## src/rtl/adbus_track_pkg.sv

```systemverilog
package adbus_track_pkg;
  typedef enum logic [1:0] {
    DIR_IDLE    = 2'd0,
    DIR_TO_BUS  = 2'd1,
    DIR_WR_DATA = 2'd2,
    DIR_ADDR    = 2'd3
  } drive_e;

  localparam logic STYLE_STROBE = 1'b0;
  localparam logic STYLE_ENABLE = 1'b1;
endpackage

```

## src/rtl/trk_cycle_qual.sv

```systemverilog
module trk_cycle_qual
  import adbus_track_pkg::*;
(
  input  logic bus_style,
  input  logic ctl_a,
  input  logic ctl_b,
  output logic rd_q,
  output logic wr_q
);
  always_comb begin
    if (bus_style == STYLE_ENABLE) begin
      rd_q = ctl_a & ctl_b;
      wr_q = ctl_a & ~ctl_b;
    end else begin
      rd_q = ~ctl_a;
      wr_q = ~ctl_b;
    end
  end
endmodule

```

## src/rtl/trk_addr_latch.sv

```systemverilog
module trk_addr_latch #(
  parameter int WIDTH = 8
) (
  input  logic             clk,
  input  logic             rst,
  input  logic             strobe,
  input  logic [WIDTH-1:0] d,
  output logic [WIDTH-1:0] q_next,
  output logic [WIDTH-1:0] q
);
  assign q_next = strobe ? d : q;

  always_ff @(posedge clk) begin
    if (rst) q <= '0;
    else     q <= q_next;
  end

  // capture while strobe high
  assert_latch_capture_R2: assert property (@(posedge clk) disable iff (rst)
    strobe |=> (q == $past(d)));
  // hold while strobe low
  assert_latch_hold_R2: assert property (@(posedge clk) disable iff (rst)
    !strobe |=> $stable(q));
endmodule

```

## src/rtl/trk_dir_arbiter.sv

```systemverilog
module trk_dir_arbiter
  import adbus_track_pkg::*;
(
  input  logic   sel_in,
  input  logic   sel_addr_out,
  input  logic   sel_wr_out,
  input  logic   rd_q,
  input  logic   wr_q,
  output drive_e mode
);
  always_comb begin
    if (sel_in && rd_q)          mode = DIR_TO_BUS;
    else if (sel_wr_out && wr_q) mode = DIR_WR_DATA;
    else if (sel_addr_out)       mode = DIR_ADDR;
    else                         mode = DIR_IDLE;
  end
endmodule

```

## src/rtl/adbus_track_port.sv

```systemverilog
module adbus_track_port
  import adbus_track_pkg::*;
#(
  parameter int WIDTH = 8
) (
  input  logic             clk,
  input  logic             rst,
  input  logic             bus_style,
  input  logic             ctl_a,
  input  logic             ctl_b,
  input  logic             addr_strobe,
  input  logic [WIDTH-1:0] ad_in,
  input  logic             sel_in,
  input  logic             sel_addr_out,
  input  logic             sel_wr_out,
  input  logic [WIDTH-1:0] pad_in,
  output logic [WIDTH-1:0] pad_out,
  output logic             pad_oe,
  output logic [WIDTH-1:0] bus_out,
  output logic             bus_oe
);
  logic             rd_q, wr_q;
  logic [WIDTH-1:0] latch_nxt, latch_q;
  logic [WIDTH-1:0] pad_nxt, bus_nxt;
  drive_e           mode;

  trk_cycle_qual u_qual (
    .bus_style (bus_style),
    .ctl_a     (ctl_a),
    .ctl_b     (ctl_b),
    .rd_q      (rd_q),
    .wr_q      (wr_q)
  );

  trk_addr_latch #(.WIDTH(WIDTH)) u_latch (
    .clk    (clk),
    .rst    (rst),
    .strobe (addr_strobe),
    .d      (ad_in),
    .q_next (latch_nxt),
    .q      (latch_q)
  );

  trk_dir_arbiter u_arb (
    .sel_in       (sel_in),
    .sel_addr_out (sel_addr_out),
    .sel_wr_out   (sel_wr_out),
    .rd_q         (rd_q),
    .wr_q         (wr_q),
    .mode         (mode)
  );

  for (genvar b = 0; b < WIDTH; b++) begin : g_bit
    always_comb begin
      unique case (mode)
        DIR_WR_DATA: pad_nxt[b] = ad_in[b];
        DIR_ADDR:    pad_nxt[b] = latch_nxt[b];
        default:     pad_nxt[b] = pad_out[b];
      endcase
      bus_nxt[b] = (mode == DIR_TO_BUS) ? pad_in[b] : bus_out[b];
    end
  end

  always_ff @(posedge clk) begin
    if (rst) begin
      pad_out <= '0;
      pad_oe  <= 1'b0;
      bus_out <= '0;
      bus_oe  <= 1'b0;
    end else begin
      pad_out <= pad_nxt;
      bus_out <= bus_nxt;
      pad_oe  <= (mode == DIR_WR_DATA) || (mode == DIR_ADDR);
      bus_oe  <= (mode == DIR_TO_BUS);
    end
  end

  // never both drivers on
  assert_no_contention_R8: assert property (@(posedge clk) disable iff (rst)
    !(pad_oe && bus_oe));
  // strobe-style read
  assert_read_strobe_R6: assert property (@(posedge clk) disable iff (rst)
    (sel_in && !bus_style && !ctl_a) |=> (bus_oe && !pad_oe && bus_out == $past(pad_in)));
  // enable-style read
  assert_read_enable_R7: assert property (@(posedge clk) disable iff (rst)
    (sel_in && bus_style && ctl_a && ctl_b) |=> (bus_oe && !pad_oe && bus_out == $past(pad_in)));
  // strobe-style write data
  assert_write_strobe_R3: assert property (@(posedge clk) disable iff (rst)
    (!sel_in && sel_wr_out && !bus_style && !ctl_b) |=> (pad_oe && pad_out == $past(ad_in)));
  // enable-style write data
  assert_write_enable_R4: assert property (@(posedge clk) disable iff (rst)
    (!sel_in && sel_wr_out && bus_style && ctl_a && !ctl_b) |=> (pad_oe && pad_out == $past(ad_in)));
  // idle releases both sides
  assert_idle_release_R10: assert property (@(posedge clk) disable iff (rst)
    (!sel_in && !sel_addr_out && !sel_wr_out) |=> (!pad_oe && !bus_oe));
  // unqualified inbound select never drives the bus
  assert_in_unqualified_R11: assert property (@(posedge clk) disable iff (rst)
    (!bus_style && ctl_a) |=> !bus_oe);
endmodule

```

## config.mk

```make
export PLATFORM = sky130hd
export DESIGN_NAME = adbus_track_port
export DESIGN_NICKNAME = d
export VERILOG_FILES = /design/src/rtl/adbus_track_pkg.sv /design/src/rtl/trk_cycle_qual.sv /design/src/rtl/trk_addr_latch.sv /design/src/rtl/trk_dir_arbiter.sv /design/src/rtl/adbus_track_port.sv
export SDC_FILE = /design/constraint.sdc
export NUM_CORES = 1
export LEC_CHECK = 0
export BUFFER_PORTS_ARGS = -buffer_cell sky130_fd_sc_hd__buf_4
export CORE_MARGIN = 2
export CORE_UTILIZATION = 44
export DETAILED_ROUTE_END_ITERATION = 7
export PLACE_DENSITY = 0.74
export SLEW_MARGIN = 20
export SYNTH_ARGS = -nofsm -noshare
export SYNTH_HDL_FRONTEND = slang
export SYNTH_SLANG_ARGS = --single-unit
```

## constraint.sdc

```tcl
create_clock -name clk -period 1.06 [get_ports clk]
set_input_delay 0.212 -clock clk [delete_from_list [all_inputs] [get_ports clk]]
set_output_delay 0.212 -clock clk [all_outputs]
set_load 0.01 [all_outputs]
```

==> results.md <==
- Outcome: complete, no violations
- Worst Path Max Fanout: 2
- First-pass GRT wire length: between 4000 and 5000 µm
- TritonCTS clock tree: built
- GRT Residual Overflow: 0
- Worst-Skew Late Latency: ~0.31 ns
- CP Capture Type: primary output
- Synth Flop Type: dfxtp_1
- Die Ht: about 57 µm
- VDD IR max: around 1000 µV
- DR iter-0 viols: 16
- Distinct cells, synth: 25
- Antenna diode count: 0
- Most frequent cells in the layout: buf_4 (51), dfxtp_1 (18), nor2_1 (17)
- Bufs on Longest Clock Path: 2
- Top delay family on crit path: flip-flops
- RSZ-0062 raised after global routing: no
- Fmax: between 0.9 and 1 GHz
- PostCTS Resize Cnt: 0
- Final setup fails: 0
- DR WL/cell: roughly 12 µm
- Pwr Density: between 1000 and 1500 nW/µm²
- Synth Instances: between 100 and 150
- Starting Density: 0.458
- Buffers added on ports: 42
- CP Buf/Inv Count: 1
- Crit path kind: reg -> out
- Crit path DAT: 0.80 ns
- Core box area: about 2700 µm²
- IO Pins: 43
- Hold Buf Count CTS: 0
- Clock transition at path regs: 0.14 ns
- Post-route cell area: between 1500 and 2000 µm²
- Pre-CTS WS: -0.168 ns
- Max-cap violations: 0
- Syn Area/Cell: about 8.3 µm²
- Reg2Reg Setup Slack: 0.12 ns
- Die footprint: around 3300 µm²
- H-Tree Depth: 1
- Vias: ~1200
- Period Utilization, post-route: 0.954
- Synthesized cell area: approximately 1200 µm²
- Post-Synthesis Net Count: 174
- Num CTS Buffers: 3
- Worst EP required: 0.85 ns
- Final hold vios: 0
- Placed insts: approximately 220
- Worst path cell trace: buf_4
- Crit start category: flop
- CTS sink cnt: 26
- Clock Skew: 0.000494 ns
- Setup ws final: just under 0.05 ns
- Post-layout min period: between 1 and 1.5 ns
- Number of synthesized flops with an enable pin: 0
- Residual DRC count: 0
- Largest net degree at the start of global routing: 35
- Gr usage total: 0.183
- Pleak: 0.846 nW
- Max-slew headroom: 0.633
- Seq cells post-synth: 26
- FP Rows: 19
- Post-DP HPWL: 2180 µm
- Share of cells above drive strength 1: 0.383
- Width of the die: about 57 µm
- Crit path max-delay cell type: dfxtp_2
- GPL Wtd Cong: approximately 0.83
- Area post-placement: 1680 µm²
- Commonest non-fill, non-tap cell in the layout: buf_4
- Final non-filler cell total: 227
- DRT Pass-1 Iters: 4
- Initial antenna violation count: 0
- Fin. max-slew vios: 0
- Final antenna-violating net count: 0
- Setup Fix Bufs, Post-CTS: 0
- Final wirelength: between 2000 and 3000 µm
- Clock Root Buffer: clkbuf_4
- Layout net count: roughly 220
- Yosys warns: 0
- Vias in the first global route: approximately 1100
- Least-Margin Pin Slew: approximately 0.55 ns
- Sequential-to-total area share from yosys stat: 0.419
- Area growth from synthesis to layout: 40.1%
- Min-Delay Path Class: in -> reg
- Vias per inst: about 5.1
- CP peak stage delay: 0.35 ns
- Post-synthesis async set-or-reset flop share: 0
## flip-flops by register name (all words and copies together), names as in the netlist
name       cells
bus_oe         1
u_latch.q      8
pad_oe         1
bus_out        8
pad_out        8
## synth_stat cells (3+ instances only)
cell type / instances / share of area
a31oi_1: 8 / 0.040
dfxtp_1: 26 / 0.42
nor2_1: 17 / 0.051
nor2b_1: 10 / 0.050
nand3_1: 9 / 0.036
nor3_1: 9 / 0.036
mux2i_1: 16 / 0.13
o21ai_0: 13 / 0.052
inv_1: 8 / 0.024
nand2_1: 8 / 0.024
buf_2: 3 / 0.012
nand2b_1: 4 / 0.020
o21ai_1: 3 / 0.012
## logic make-up after synthesis
kind of cell | count (synthesis) | share of synthesized area
DFF | 26 | 0.419
AOI/OAI and AO/OA | 31 | 0.151
buffers and inverters | 17 | 0.0725
muxes | 16 | 0.129
and+or+nand+nor | 59 | 0.229
## stage by stage
stage                     power, mW  utilization  TNS (ns)  hold WS (ns)
after detailed placement       1.62        0.619     -2.12         0.455
after global routing           2.40        0.642         0         0.111
after global placement         1.61        0.619     -1.57         0.443
final                          2.28        0.642         0         0.115
after CTS                      2.30        0.639         0         0.113
after floorplan                1.39            -         0         0.356
## power breakdown
part / switching, mW / internal, mW / total [mW]
Combinational: 0.246 / 0.276 / 0.522
Sequential: 0.0280 / 1.05 / 1.08
Clock: 0.294 / 0.382 / 0.677
## metal layers
| layer | global-route usage | up-vias | part of all wire |
|---|---|---|---|
| li1 | - | 605 | - |
| met1 | 0.211 | 523 | 0.42 |
| met2 | 0.348 | 22 | 0.54 |
| met3 | 0.0317 | 2 | 0.039 |
| met4 | 0.0432 | 0 | 0.0069 |
| met5 | 0 | - | 0 |
## worst paths after layout
kind / startpoint / end / cells past startpoint
max: bus_out[7] / bus_out[7] / 1
min: pad_in[6] / bus_out[6] / 3
max reg2reg: u_latch.q[2] / pad_out[2] / 4
min reg2reg: bus_out[4] / bus_out[4] / 2
## cell type report
type                            instances  area [µm²]
Timing Repair Buffer                   52         403
Tap cell                               31        38.8
Clock inverter                          1        30.0
Inverter                                8        30.0
Clock buffer                            3        22.5
Sequential cell                        26         531
Fill cell                             233         970
Multi-Input combinational cell        106         686
Note: power is estimated with default switching activity, not from simulation.
